$ cat config.mk
export PLATFORM = sky130hd
export DESIGN_NAME = lpwd_top
export DESIGN_NICKNAME = d
export VERILOG_FILES = /design/src/rtl/lpwd_pkg.sv /design/src/rtl/lpwd_regs.sv /design/src/rtl/lpwd_prescale.sv /design/src/rtl/lpwd_count.sv /design/src/rtl/lpwd_lossclk.sv /design/src/rtl/lpwd_top.sv
export SDC_FILE = /design/constraint.sdc
export NUM_CORES = 1
export LEC_CHECK = 0
export BUFFER_PORTS_ARGS = -buffer_cell sky130_fd_sc_hd__buf_2
export CAP_MARGIN = 10
export CORE_UTILIZATION = 61
export CTS_BUF_LIST = sky130_fd_sc_hd__clkbuf_4 sky130_fd_sc_hd__clkbuf_8
export DETAILED_ROUTE_END_ITERATION = 8
export PLACE_DENSITY = 0.79
export SETUP_SLACK_MARGIN = 0.2
export SYNTH_ARGS = -nofsm -noshare
export SYNTH_HDL_FRONTEND = slang
export SYNTH_SLANG_ARGS = --single-unit
$ cat constraint.sdc
create_clock -name clk -period 1.9 [get_ports clk]
set_input_delay 0.095 -clock clk [delete_from_list [all_inputs] [get_ports clk]]
set_output_delay 0.095 -clock clk [all_outputs]
set_load 0.01 [all_outputs]
$ cat src/rtl/lpwd_pkg.sv
package lpwd_pkg;
  localparam int unsigned CNT_W  = 16;
  localparam int unsigned PRE_W  = 10;
  localparam int unsigned LC_W   = 7;
  localparam int unsigned DATA_W = 16;
  localparam int unsigned ADDR_W = 2;

  typedef enum logic [1:0] {
    PM_RUN   = 2'd0,
    PM_WAIT  = 2'd1,
    PM_STOP  = 2'd2,
    PM_SPARE = 2'd3
  } pmode_e;

  typedef struct packed {
    logic [1:0] psel;
    logic       lclk_en;
    logic       stop_en;
    logic       wait_en;
    logic       run_en;
  } ctrl_t;

  localparam int unsigned CTL_W = $bits(ctrl_t);

  localparam ctrl_t CTRL_RST = '{psel: 2'b11, lclk_en: 1'b0, stop_en: 1'b0,
                                 wait_en: 1'b0, run_en: 1'b1};

  localparam logic [ADDR_W-1:0] A_CTRL = 2'd0;
  localparam logic [ADDR_W-1:0] A_TMO  = 2'd1;
  localparam logic [ADDR_W-1:0] A_SVC  = 2'd2;
  localparam logic [ADDR_W-1:0] A_CNT  = 2'd3;

  localparam logic [DATA_W-1:0] KEY_ARM  = 16'h5555;
  localparam logic [DATA_W-1:0] KEY_FIRE = 16'hAAAA;

  // last prescaler count before a tick, per select code
  function automatic logic [PRE_W-1:0] pre_last(input logic [1:0] sel);
    logic [PRE_W-1:0] v;
    case (sel)
      2'd0:    v = PRE_W'(0);
      2'd1:    v = PRE_W'(15);
      2'd2:    v = PRE_W'(255);
      default: v = PRE_W'(1023);
    endcase
    return v;
  endfunction
endpackage

$ cat src/rtl/lpwd_regs.sv
module lpwd_regs
  import lpwd_pkg::*;
#(
  parameter int unsigned CW = CNT_W,
  parameter int unsigned DW = DATA_W,
  parameter int unsigned AW = ADDR_W
) (
  input  logic          clk,
  input  logic          rst_n,
  input  logic          wr,
  input  logic [AW-1:0] addr,
  input  logic [DW-1:0] wdata,
  input  logic          dbg,
  input  logic [CW-1:0] cnt,
  output ctrl_t         ctrl,
  output logic [CW-1:0] tmo,
  output logic          svc_reload,
  output logic [DW-1:0] rdata
);
  ctrl_t         ctrl_q, ctrl_d, ctrl_vis;
  logic [CW-1:0] tmo_q, tmo_d;
  logic          armed_q, armed_d;
  logic          ctrl_we, tmo_we, svc_we;

  always_comb begin
    ctrl_we    = wr && (addr == A_CTRL);
    tmo_we     = wr && (addr == A_TMO);
    svc_we     = wr && (addr == A_SVC);
    ctrl_d     = ctrl_we ? ctrl_t'(wdata[CTL_W-1:0]) : ctrl_q;
    tmo_d      = tmo_we ? CW'(wdata) : tmo_q;
    svc_reload = svc_we && armed_q && (wdata == KEY_FIRE);
    armed_d    = svc_we ? (wdata == KEY_ARM) : armed_q;
  end

  always_ff @(posedge clk or negedge rst_n) begin
    if (!rst_n) begin
      ctrl_q  <= CTRL_RST;
      tmo_q   <= '1;
      armed_q <= 1'b0;
    end else begin
      ctrl_q  <= ctrl_d;
      tmo_q   <= tmo_d;
      armed_q <= armed_d;
    end
  end

  always_comb begin
    ctrl_vis        = ctrl_q;
    ctrl_vis.run_en = ctrl_q.run_en & ~dbg;
    case (addr)
      A_CTRL:  rdata = {{(DW-CTL_W){1'b0}}, ctrl_vis};
      A_TMO:   rdata = DW'(tmo_q);
      A_CNT:   rdata = DW'(cnt);
      default: rdata = '0;
    endcase
  end

  assign ctrl = ctrl_q;
  assign tmo  = tmo_q;

  // a fire write only reloads when the previous service write armed it
  a_r9_fire_needs_arm: assert property (@(posedge clk) disable iff (!rst_n)
    svc_reload |-> $past(svc_we) && ($past(wdata) == KEY_ARM));
endmodule

$ cat src/rtl/lpwd_prescale.sv
module lpwd_prescale
  import lpwd_pkg::*;
#(
  parameter int unsigned PW = PRE_W
) (
  input  logic       clk,
  input  logic       rst_n,
  input  logic       run,
  input  logic       clr,
  input  logic [1:0] psel,
  output logic       tick
);
  logic [PW-1:0] pre_q, pre_d, last;

  always_comb begin
    last  = PW'(pre_last(psel));
    tick  = 1'b0;
    pre_d = pre_q;
    if (clr) begin
      pre_d = '0;
    end else if (run) begin
      if (pre_q >= last) begin
        tick  = 1'b1;
        pre_d = '0;
      end else begin
        pre_d = pre_q + 1'b1;
      end
    end
  end

  always_ff @(posedge clk or negedge rst_n) begin
    if (!rst_n) pre_q <= '0;
    else        pre_q <= pre_d;
  end

  // prescaler frozen when not running and not cleared
  a_r6_pre_hold: assert property (@(posedge clk) disable iff (!rst_n)
    (!run && !clr) |=> $stable(pre_q));
endmodule

$ cat src/rtl/lpwd_count.sv
module lpwd_count
  import lpwd_pkg::*;
#(
  parameter int unsigned CW = CNT_W
) (
  input  logic          clk,
  input  logic          rst_n,
  input  ctrl_t         ctrl,
  input  logic [1:0]    pmode,
  input  logic          dbg,
  input  logic [CW-1:0] tmo,
  input  logic          svc_reload,
  input  logic          tick,
  output logic          active,
  output logic          reload,
  output logic [CW-1:0] cnt,
  output logic          expire
);
  logic [CW-1:0] cnt_q, cnt_d;
  logic          in_wait, in_stop, gate_off;

  always_comb begin
    in_wait  = (pmode == PM_WAIT);
    in_stop  = (pmode == PM_STOP);
    gate_off = !ctrl.run_en || (in_wait && !ctrl.wait_en) || (in_stop && !ctrl.stop_en);
    active   = !dbg && !gate_off;
    reload   = svc_reload || (!dbg && gate_off);
    expire   = 1'b0;
    cnt_d    = cnt_q;
    if (reload) begin
      cnt_d = tmo;
    end else if (tick) begin
      if (cnt_q <= CW'(1)) begin
        cnt_d  = tmo;
        expire = 1'b1;
      end else begin
        cnt_d = cnt_q - 1'b1;
      end
    end
  end

  always_ff @(posedge clk or negedge rst_n) begin
    if (!rst_n) cnt_q <= '1;
    else        cnt_q <= cnt_d;
  end

  assign cnt = cnt_q;

  // counter only steps down by one or reloads
  a_r3_step_or_reload: assert property (@(posedge clk) disable iff (!rst_n)
    (cnt_q != $past(cnt_q)) |-> (cnt_q == CW'($past(cnt_q) - 1'b1)) || (cnt_q == $past(tmo)));
  // wait mode without both enables reloads
  a_r4_wait_reload: assert property (@(posedge clk) disable iff (!rst_n)
    ((pmode == PM_WAIT) && !(ctrl.run_en && ctrl.wait_en) && !dbg) |=> (cnt_q == $past(tmo)));
  // stop mode without both enables reloads
  a_r5_stop_reload: assert property (@(posedge clk) disable iff (!rst_n)
    ((pmode == PM_STOP) && !(ctrl.run_en && ctrl.stop_en) && !dbg) |=> (cnt_q == $past(tmo)));
  // debug freezes the counter unless serviced
  a_r6_debug_hold: assert property (@(posedge clk) disable iff (!rst_n)
    (dbg && !svc_reload) |=> $stable(cnt_q));
endmodule

$ cat src/rtl/lpwd_lossclk.sv
module lpwd_lossclk
  import lpwd_pkg::*;
#(
  parameter int unsigned LW = LC_W
) (
  input  logic clk,
  input  logic rst_n,
  input  logic en,
  input  logic lost,
  output logic term
);
  localparam logic [LW-1:0] PRE_TERM = {{(LW-1){1'b1}}, 1'b0};

  logic          run_q, run_d;
  logic [LW-1:0] lc_q, lc_d;

  always_comb begin
    run_d = run_q || (en && lost);
    lc_d  = run_q ? lc_q + 1'b1 : lc_q;
    term  = run_q && (lc_q == PRE_TERM);
  end

  always_ff @(posedge clk or negedge rst_n) begin
    if (!rst_n) begin
      run_q <= 1'b0;
      lc_q  <= '0;
    end else begin
      run_q <= run_d;
      lc_q  <= lc_d;
    end
  end

  // once started the backup counter never stops
  a_r10_sticky: assert property (@(posedge clk) disable iff (!rst_n)
    run_q |=> run_q && (lc_q != $past(lc_q)));
  // never starts without the enable
  a_r11_no_start: assert property (@(posedge clk) disable iff (!rst_n)
    (!run_q && !(en && lost)) |=> !run_q);
endmodule

$ cat src/rtl/lpwd_top.sv
module lpwd_top
  import lpwd_pkg::*;
(
  input  logic              clk,
  input  logic              rst_n,
  input  logic              bus_wr,
  input  logic [ADDR_W-1:0] bus_addr,
  input  logic [DATA_W-1:0] bus_wdata,
  output logic [DATA_W-1:0] bus_rdata,
  input  logic [1:0]        pwr_mode,
  input  logic              dbg_halt,
  input  logic              ref_lost,
  output logic              wd_rst_req
);
  logic [1:0]       rs_q;
  logic             srst_n;
  ctrl_t            ctrl;
  logic [CNT_W-1:0] tmo, cnt;
  logic             svc_reload, active, reload, tick, expire, lc_term, req_q;

  always_ff @(posedge clk or negedge rst_n) begin
    if (!rst_n) rs_q <= '0;
    else        rs_q <= {rs_q[0], 1'b1};
  end
  assign srst_n = rs_q[1];

  lpwd_regs #(.CW(CNT_W), .DW(DATA_W), .AW(ADDR_W)) u_regs (
    .clk(clk), .rst_n(srst_n), .wr(bus_wr), .addr(bus_addr), .wdata(bus_wdata),
    .dbg(dbg_halt), .cnt(cnt), .ctrl(ctrl), .tmo(tmo), .svc_reload(svc_reload),
    .rdata(bus_rdata)
  );

  lpwd_prescale #(.PW(PRE_W)) u_pre (
    .clk(clk), .rst_n(srst_n), .run(active), .clr(reload), .psel(ctrl.psel),
    .tick(tick)
  );

  lpwd_count #(.CW(CNT_W)) u_cnt (
    .clk(clk), .rst_n(srst_n), .ctrl(ctrl), .pmode(pwr_mode), .dbg(dbg_halt),
    .tmo(tmo), .svc_reload(svc_reload), .tick(tick), .active(active),
    .reload(reload), .cnt(cnt), .expire(expire)
  );

  lpwd_lossclk #(.LW(LC_W)) u_lc (
    .clk(clk), .rst_n(srst_n), .en(ctrl.lclk_en), .lost(ref_lost), .term(lc_term)
  );

  always_ff @(posedge clk or negedge srst_n) begin
    if (!srst_n) req_q <= 1'b0;
    else         req_q <= expire | lc_term;
  end
  assign wd_rst_req = req_q;

  // a request always follows an expiry or a backup terminal count
  a_r3_req_source: assert property (@(posedge clk) disable iff (!srst_n)
    wd_rst_req |-> ($past(cnt) <= CNT_W'(1)) || $past(lc_term));
endmodule

Yosys cells after proc, flatten, opt, wreduce, memory -nomap -nowiden
Index checks and enable logic that the tools add are counted.
{ "totals": {"register_bits": 60, "latchBits": 0, "mem_bits_rw": 0, "romBits": 0, "in_bits": 25, "output_inout_bits": 17, "word_cells": 69, "mem_count": 0} }
{ "classes": {"addsub": 3, "n_mul": 0, "div": 0, "n_lt_le_gt_ge": 2, "n_eq_ne": 10, "shift": 0, "muxes": 14, "bitwise_logic": 3, "reduce_logical": 24} }
{ "ops": {"columns": ["op", "count"], "rows": [
  ["16-bit two-way mux", 3],
  ["16-bit case mux with 3 select lines", 1],
  ["10-bit two-way mux", 3],
  ["10-bit case mux with 3 select lines", 1],
  ["16-bit by 15-bit equality test with 1-bit output (second input constant)", 1],
  ["16-bit equality test (second input constant)", 1],
  ["16-bit by 1-bit less-or-equal comparator with 1-bit output (second input constant)", 1],
  ["16-bit by 1-bit subtractor with 16-bit output (second input constant)", 1],
  ["1-bit logical AND", 11],
  ["10-bit by 1-bit adder with 10-bit output (second input constant)", 1],
  ["10-bit >= comparator", 1],
  ["2-bit equality test (second input constant)", 4],
  ["7-bit by 1-bit adder with 7-bit output (second input constant)", 1],
  ["7-bit equality test (second input constant)", 1],
  ["2-bit by 1-bit equality test with 1-bit output (second input constant)", 3],
  ["1-bit two-way mux", 6],
  ["1-bit zero test", 5],
  ["2-bit zero test", 2],
  ["1-bit logical OR", 4],
  ["2-bit nonzero test", 2],
  ["1-bit AND", 1],
  ["1-bit inverter", 1],
  ["1-bit bitwise OR", 1]
]} }

Logic depth before layout (Yosys ltp)
Gate-level depths: netlist (run 1).
{ "logic_depth": {"word_depth": 11, "mapped_depth": 10} }

Hierarchy
Synthesis (run 1) repeated with hierarchy kept, for this count alone.
{ "unflattened": {"cells_unflattened": 360, "area_unflattened_um2": 3703.6} }
{ "modules_own_cells": {"columns": ["mod", "n_inst", "cells_each", "area_per_inst_um2"], "rows": [
  ["lpwd_regs", 1, 101, 1335.0],
  ["lpwd_count", 1, 141, 1212.4],
  ["lpwd_prescale", 1, 82, 701.9],
  ["lpwd_lossclk", 1, 31, 369.1],
  ["lpwd_top", 1, 5, 85.1]
]} }

Worst setup path after synthesis (run 1)
Ideal clock, no wire load.
{ "synth_timing": {"path_type": "register to register", "startpoint": "register u_regs.ctrl_q (netlist bit u_regs.ctrl[4])", "endpoint": "register u_cnt.cnt_q[11], in the netlist u_cnt.cnt[11]", "setup_time_ns": 0.081, "t_arrival_ns": 2.132, "t_required_ns": 1.819, "path_slack_ns": -0.313, "stages_incl_launch_ff": 10, "path_cell_list": "dfstp_2 > or2_1 > buf_2 > ha_1 > nand2b_1 > a21o_1 > a41oi_2 > and2_1 > o41a_1 > a211oi_2"} }
{ "synth_between": {"elab_chain_len": 7, "word_cells_on_any_way": 9, "cone_classes": "1 x order compare; 2 x eq/ne; 4 x mux; 2 x reduce/logical"} }
{ "synth_lines": {"columns": ["element", "line", "text"], "rows": [
  ["from (decl)", "lpwd_regs.sv:20", "ctrl_t ctrl_q, ctrl_d, ctrl_vis;"],
  ["from (signal assigned)", "lpwd_regs.sv:41", "ctrl_q <= ctrl_d;"],
  ["2-bit equality test, or another cell as far along", "lpwd_pkg.sv:39", "case (sel)"],
  ["10-bit case mux with 3 select lines (*)", "lpwd_pkg.sv:39", null],
  ["10-bit >= comparator (*)", "lpwd_prescale.sv:22", "if (pre_q >= last) begin"],
  ["1-bit two-way mux (*)", "lpwd_prescale.sv:22", null],
  ["1-bit two-way mux (*)", "lpwd_prescale.sv:21", "end else if (run) begin"],
  ["1-bit two-way mux (*)", "lpwd_prescale.sv:19", "if (clr) begin"],
  ["2-bit nonzero test (no source line) (*)", null, null],
  ["to (signal assigned)", "lpwd_count.sv:44", "else cnt_q <= cnt_d;"],
  ["to (decl)", "lpwd_count.sv:19", "logic [CW-1:0] cnt_q, cnt_d;"]
]} }
Every way passes the cells marked *; elsewhere a longest branch is shown, timed or not.
A chain may end at the register's enable or synchronous reset.

Worst setup path after layout (run 1)
{ "layout_timing": {"startpoint": "register u_regs.ctrl_q (netlist bit u_regs.ctrl[5])", "endpoint": "register u_pre.pre_q[4]"} }
{ "layout_between": {"elab_chain_len": 6, "word_cells_on_any_way": 8, "cone_classes": "1 x order compare; 2 x eq/ne; 4 x mux; 1 x reduce/logical"} }
{ "layout_lines": {"columns": ["element", "line", "text"], "rows": [
  ["2-bit equality test, or another cell as far along", "lpwd_pkg.sv:39", null],
  ["10-bit case mux with 3 select lines (*)", "lpwd_pkg.sv:39", null],
  ["10-bit >= comparator (*)", "lpwd_prescale.sv:22", null],
  ["10-bit two-way mux (*)", "lpwd_prescale.sv:22", null],
  ["10-bit two-way mux (*)", "lpwd_prescale.sv:21", null],
  ["10-bit two-way mux (*)", "lpwd_prescale.sv:19", null],
  ["to (signal assigned)", "lpwd_prescale.sv:33", "else pre_q <= pre_d;"],
  ["to (decl)", "lpwd_prescale.sv:13", "logic [PW-1:0] pre_q, pre_d, last;"]
]} }
Every way passes the cells marked *; elsewhere a longest branch is shown, timed or not. The select of a mux whose other input is x is not followed.

==> results of run 1 <==
worst reg2reg max path: cells and delay by family (launching register included):
kind	cells	cell delay, ns
compound gates	2	0.52
buf+inv	4	0.65
fa+ha+maj	1	0.35
flops	1	0.63
simple gates	3	0.22
power by group through the flow:
| stage | logic [mW] | clock network (mW) | registers (mW) |
|---|---|---|---|
| floorplan | 1.03 | 0 | 1.96 |
| global placement | 1.59 | 0 | 2.02 |
| detailed placement | 1.66 | 0 | 2.04 |
| CTS | 1.80 | 1.18 | 2.04 |
| global route | 2.19 | 1.27 | 2.11 |
| finish | 2.09 | 1.24 | 2.10 |
final cells by class:
cell class | count | area [µm²] | area share
clock inverters | 5 | 52.55 | 0.01010
flip-flops and latches | 60 | 1546 | 0.2973
inverters | 14 | 57.56 | 0.01107
repair buffers | 120 | 838.3 | 0.1612
well taps | 75 | 93.84 | 0.01804
clock buffers | 11 | 145.1 | 0.02790
multi-input cells | 285 | 2467 | 0.4744
metal layers:
metal | track usage | wire, µm | vias to the layer above
met3 | 0.1022 | 1766 | 122
li1 | - | - | 1632
met4 | 0.2107 | 949 | 0
met5 | 0 | 0 | -
met1 | 0.5007 | 5188 | 1892
met2 | 0.6034 | 6540 | 394
path summary, 6_finish.rpt:
check,from,to,slack [ns],depth (start not counted)
min reg2reg,rs_q[1]$_DFF_PN0_,u_regs.ctrl[1]$_DFFE_PN0P_,0.27,1
min,bus_wdata[8],u_regs.tmo[8]$_DFFE_PN1P_,0.01,2
max reg2reg,u_regs.ctrl[5]$_DFFE_PN1P_,u_pre.pre_q[4]$_DFFE_PN0P_,-0.60,10
min in group asynchronous,rst_n,rs_q[1]$_DFF_PN0_,0.05,2
max in group asynchronous,rs_q[1]$_DFF_PN0_,u_regs.tmo[12]$_DFFE_PN1P_,1.26,1
max,u_regs.ctrl[5]$_DFFE_PN1P_,u_pre.pre_q[4]$_DFFE_PN0P_,-0.60,10
registers in the layout, indices dropped and copies added, names as in the netlist:
register        flops
rs_q                2
u_regs.armed_q      1
wd_rst_req          1
u_pre.pre_q        10
u_lc.run_q          1
u_regs.tmo         16
u_lc.lc_q           7
u_cnt.cnt          16
u_regs.ctrl         6
through the flow:
stage	area [µm²]	hold WS [ns]	setup TNS [ns]	setup slack (ns)
3_3_place_gp	4627	-0.1198	-7.568	-0.3448
5_1_grt	5201	0.02247	-15.01	-0.6598
2_1_floorplan	3889	-0.2006	-4.124	-0.2076
3_5_place_dp	4627	-0.1172	-9.449	-0.4283
4_1_cts	5011	0.01077	-8.464	-0.3816
6_report	5201	0.01151	-13.93	-0.5966
cell usage in the layout (no fill, tap or decap), types with 3 or more instances in the layout:
master,synthesis,layout
dfstp_2,35,35
a21oi_2,0,5
nand3_1,15,14
buf_4,1,70
nand4_1,11,11
clkbuf_8,0,10
clkinv_2,0,3
buf_6,1,6
ha_1,13,5
nor4_1,3,3
inv_1,14,12
a21oi_1,16,10
and2_1,5,3
buf_2,5,41
o21ai_0,17,13
nor4bb_1,6,6
nand2_1,22,19
o2111ai_1,4,4
nand3b_1,3,3
o31ai_4,1,3
a21o_1,4,3
ha_4,0,7
o31ai_1,6,4
and3_1,4,4
o211ai_1,4,4
nor3_1,6,6
a22o_1,6,6
xor2_1,8,8
dfrtp_1,25,24
a22oi_2,0,5
nor2b_1,13,13
mux2i_1,17,17
mux2_2,28,27
nor2_1,26,19
o21ai_1,0,3
nor2_4,0,7
xnor2_1,5,5
timing repair:
action,4_1_cts,5_1_grt
hold endpoints to repair,3,0
pin swaps,15,10
hold buffers,2,0
resized for setup,33,30
setup endpoints to repair,27,27
buffers inserted,2,3
logic make-up (layout without fill, tap and decap cells):
family / after synthesis / in the layout
adders and majority gates: 13 / 13
muxes: 46 / 46
and+or+nand+nor: 130 / 130
DFF: 60 / 60
AOI/OAI and AO/OA: 82 / 82
buffers and inverters: 33 / 150
xor gates and xnor gates: 13 / 13
other: 1 / 1
==> impl_results.md, run 1 <==
* Status: finished, violations left
* Violated checks: negative setup slack
* Die area at 0.006542 mm²
* Worst-skew pair later-pin latency at 0.37 ns
* P_int at 3.345 mW
* Fin. max-slew vios at 0
* Post-synth EDFFs at 0
* Max Root-Sink Buffers at 2
* Initial antenna violation count at 0
* Clk sink count at 60
* First-pass GRT wire length at 18.93 mm
* Initial core utilization at 0.6374
* Share of cells above drive strength 1 at 0.5212
* Maxcap violations at 0
* RSZ-0062 raised after global routing: yes
* Worst setup margin at -0.5966 ns
* FILL cells at 264
* WL/cell at 25.34 µm
* Post-route total power at 5.435 mW
* PwrDens at 1045 mW/mm²
* Most frequent cells after synthesis: dfstp_2 (35), mux2_2 (28), nor2_1 (26), dfrtp_1 (25), nand2_1 (22)
* Final Hold Fails at 0
* Die X at 80.89 µm
* CP max FO at 6
* Row count at 28
* Max rail drop VDD at 0.9254 mV
* CP max-delay cell: dfstp_2
* WS Path Type: register to register
* Ys flop type: dfstp_2
* Post-Synth XOR/XNOR Area at 0.02999
* Detailed placement HPWL at 7.739 mm
* Post-synth top area cell: dfstp_2
* Rel. slew slack at 0.6639
* Area share of the largest cell type after synthesis at 0.2423
* Layout Cells excl Fill at 570
* CP cell instances: clkinv_4 -> ha_4 -> nand2_4 -> o31ai_4 -> buf_4 -> nand3b_1 -> o211ai_1 -> buf_4 -> buf_12 -> nor2_4
* Antenna Nets Post-Route at 0
* Vias in the first global route at 3788
* LEAKAGE at 2.255 nW
* Largest family of logic cells by synthesized area: simple AND/OR/NAND/NOR gates
* Post-route DRC at 0
* Boundary Pins at 42
* Synth Area in Compound Gates at 0.1562
* Diodes inserted at 0
* Post-synthesis mux area share at 0.1318
* Cells after synthesis at 378
* Worst Path Arrival at 2.74 ns
* Sw Pwr at 2.090 mW
* Nets@finish at 528
* Post-synthesis adder-cell area fraction at 0.04285
* Critical Path RT at 2.14 ns
* GRT Total Usage at 0.3910
* Simple-gate share of the synthesized area at 0.1938
* Post-synthesis cell type count at 62
* H-tree depth at 3
* Routed WL at 14.44 mm
* Crit end category: register
* Async S/R FF share, synth at 1.000
* Worst Hold Class: primary input to register
* Top cell by count, worst path: buf_4
* Switching share of power at 0.3845
* Max Clk Rate at 400.5 MHz
* Worst Skew at 0.01720 ns
* Fin crit period at 2.497 ns
* Final core utilization at 0.8733
* Synth Register Bits at 60
* CTS tree: done
* Pre-Repair DR Iteration Count at 5
* Worst-Margin Slew at 0.5041 ns
* Syn Area/Cell at 10.04 µm²
* Clock transition at the registers of the reported paths at 0.08 ns
* Cell Count Post-Placement at 547
* RD Place Congestion at 0.9629
* Final setup violation count at 27
* I/O Buffers at 41
* Placeable Area at 0.005956 mm²
* Pin count of the biggest net entering global routing at 31
* Synthesized cell area at 0.003796 mm²
* GRT overflow at 0
* Sequential share of power at 0.387
* 1st-iter DRT viols at 724
* Comb pwr share at 0.385
* Area Growth Syn to Fin at 37.01%
* Routed vias/inst at 7.088
* CP top delay family: buffers and inverters
* Synth top area cells: dfstp_2 (24%), dfrtp_1 (16%), mux2_2 (8.3%), mux2i_1 (4.5%), ha_1 (4.3%)
* Syn. warnings at 0
* Synth Net Count at 416
* Most frequent cell after synthesis: dfstp_2
* Clk root buf: clkbuf_8
* Crit start category: register
* Via Count at 4040
* Clock share of power at 0.228
* Final period utilization at 1.314
* Die H at 80.89 µm
* Worst Path Buf+Inv at 4
* Sequential share of the synthesized area at 0.4071
* Inserted Clock Buffers at 9
* Crit path largest cell delay at 0.63 ns
No activity file was read; power rests on OpenSTA's default activity.
==> run 2, diff against run 1 <==
Settings changed: SETUP_SLACK_MARGIN 0.2 to 0.02.
==> run 2 against run 1 <==
  * The flow still finishes with violations (negative setup slack)
  * Non-clock buffer count decreased by 2
  * Register-to-register slack got worse by 0.16 ns
  * Via count is 3.8% lower
  * Final cell count down 0.35%
  * Worst hold slack about the same
  * Worst setup slack worse by 0.16 ns
  * Sequential power is essentially flat
  * Critical endpoint is now u_cnt.cnt[7]$_DFFE_PN1P_
==> impl_results.md, run 2 (synthesis gave the netlist of run 1 again) <==
* CTS tree: done
* FILL cells at 293
* Max Clk Rate at 376.0 MHz
* Leading cell type in the layout, fill and taps excluded: buf_4
* Violated checks: negative setup slack
* Final setup violation count at 27
* Comb pwr share at 0.356
* Final Hold Fails at 0
* Detailed placement HPWL at 7.549 mm
* Worst Skew at 0.01060 ns
* CP max FO at 6
* Die H at 80.89 µm
* Area Growth Syn to Fin at 34.48%
* Initial core utilization at 0.6374
* First-pass GRT wire length at 18.41 mm
* Crit end category: register
* Rel. slew slack at 0.5579
* P_int at 3.414 mW
* Crit start category: register
* Pin count of the biggest net entering global routing at 31
* R2R cell count at 7
* Final period utilization at 1.400
* H-tree depth at 3
* Routed vias/inst at 6.843
* Maxcap violations at 0
* Layout Cells excl Fill at 568
* Status: finished, violations left
* PwrDens at 1035 mW/mm²
* WS Path Type: register to register
* 1st-iter DRT viols at 521
* RD Place Congestion at 0.9163
* Cell Count Post-Placement at 544
* GRT overflow at 0
* Antenna Nets Post-Route at 0
* Share of cells above drive strength 1 at 0.5010
* GRT Total Usage at 0.3808
* Via Count at 3887
* Sequential cell area at 0.001546 mm²
* HP Start: bus_wdata[7]
* Clock share of power at 0.252
* Critical Path RT at 2.18 ns
* Fin. max-slew vios at 0
* Initial antenna violation count at 0
* Max Root-Sink Buffers at 2
* R2r startpoint: u_regs.ctrl[5]$_DFFE_PN1P_
* Worst-Margin Slew at 0.6618 ns
* I/O Buffers at 41
* RSZ-0062 raised after global routing: yes
* LEAKAGE at 2.231 nW
* Min-Delay Path Depth at 2
* Worst Hold Class: primary input to register
* Fin crit period at 2.659 ns
* Die area at 0.006542 mm²
* Worst Path Arrival at 2.94 ns
* R2R setup slack at -0.76 ns
* Hold EP: u_regs.tmo[7]$_DFFE_PN1P_
* Setup Total Neg Slack at -10.64 ns
* Sequential share of power at 0.393
* Most frequent cells in the layout: buf_4 (71), buf_2 (41), dfstp_2 (35)
* Switching share of power at 0.3539
* Nets@finish at 526
* Inserted Clock Buffers at 9
* Max rail drop VDD at 0.8274 mV
* Pre-CTS worst setup slack at -0.4684 ns
* Clk root buf: clkbuf_8
* Routed WL at 12.54 mm
* Diodes inserted at 0
* Vias in the first global route at 3734
* Sw Pwr at 1.870 mW
* Boundary Pins at 42
* Multi-input gate area at 0.002385 mm²
* Post-route DRC at 0
* Row count at 28
* WL/cell at 22.08 µm
* R2r endpoint: u_cnt.cnt[7]$_DFFE_PN1P_
* Clock transition at the registers of the reported paths at 0.08 ns
* Placeable Area at 0.005956 mm²
* Clk sink count at 60
* Pre-Repair DR Iteration Count at 5
* Worst-skew pair later-pin latency at 0.35 ns
* Hold slack at 0.01179 ns
* Die X at 80.89 µm
* Worst setup margin at -0.7594 ns
==> run 2: worst max-delay path: stages (launching register included) <==
cell	delay (ns)
dfstp_2	0.58
nand2_2	0.11
ha_4	0.30
and4_4	0.27
a41oi_4	0.20
a2111oi_2	0.71
o22ai_1	0.23
a22oi_2	0.17
==> run 2: power by group through the flow <==
stage / registers (mW) / logic (mW) / clock network [mW]
final: 2.08 / 1.88 / 1.33
after global routing: 2.10 / 2.02 / 1.39
after CTS: 2.03 / 1.75 / 1.33
after detailed placement: 2.04 / 1.63 / 0
after global placement: 2.02 / 1.57 / 0
after floorplan: 1.96 / 1.03 / 0
==> run 2: what timing repair did <==
item | CTS | global route
endpoints found under the setup margin | 27 | 27
hold buffers | 3 | 0
setup buffers | 3 | 2
endpoints found under the hold margin | 4 | 0
gates resized for setup | 27 | 11
pin swaps | 12 | 4
==> run 2: final cells by class <==
cell class	instances	area share
inverters	14	0.01029
repair buffers	118	0.1571
clock inverters	6	0.01716
flip-flops and latches	60	0.3029
multi-input cells	285	0.4672
clock buffers	10	0.02696
well taps	75	0.01838
==> run 2: through the flow <==
step	power, mW	util	instance area (µm²)
after floorplan	2.986	-	3887
after global placement	3.591	0.7731	4604
after detailed placement	3.674	0.7731	4604
after CTS	5.116	0.8422	5016
after global routing	5.511	0.8571	5105
final	5.284	0.8571	5105
==> run 2: worst max-delay path by stage <==
stage | start | to | slack, ns | cells after the start
finish | u_regs.ctrl[5]$_DFFE_PN1P_ | u_cnt.cnt[7]$_DFFE_PN1P_ | -0.76 | 7
global route | u_regs.ctrl[5]$_DFFE_PN1P_ | u_cnt.cnt[7]$_DFFE_PN1P_ | -0.81 | 7
CTS | u_regs.ctrl[5]$_DFFE_PN1P_ | u_cnt.cnt[4]$_DFFE_PN1P_ | -0.35 | 8
detailed placement | u_regs.ctrl[5]$_DFFE_PN1P_ | u_cnt.cnt[3]$_DFFE_PN1P_ | -0.47 | 10
global placement | u_regs.ctrl[5]$_DFFE_PN1P_ | u_cnt.cnt[4]$_DFFE_PN1P_ | -0.36 | 8
floorplan | u_regs.ctrl[5]$_DFFE_PN1P_ | u_cnt.cnt[2]$_DFFE_PN1P_ | -0.21 | 9
==> run 2: layer usage <==
metal	global-route usage	part of all wire
met1	0.4845	0.38
met4	0.1714	0.059
met5	0	0
met3	0.1067	0.096
met2	0.6017	0.46
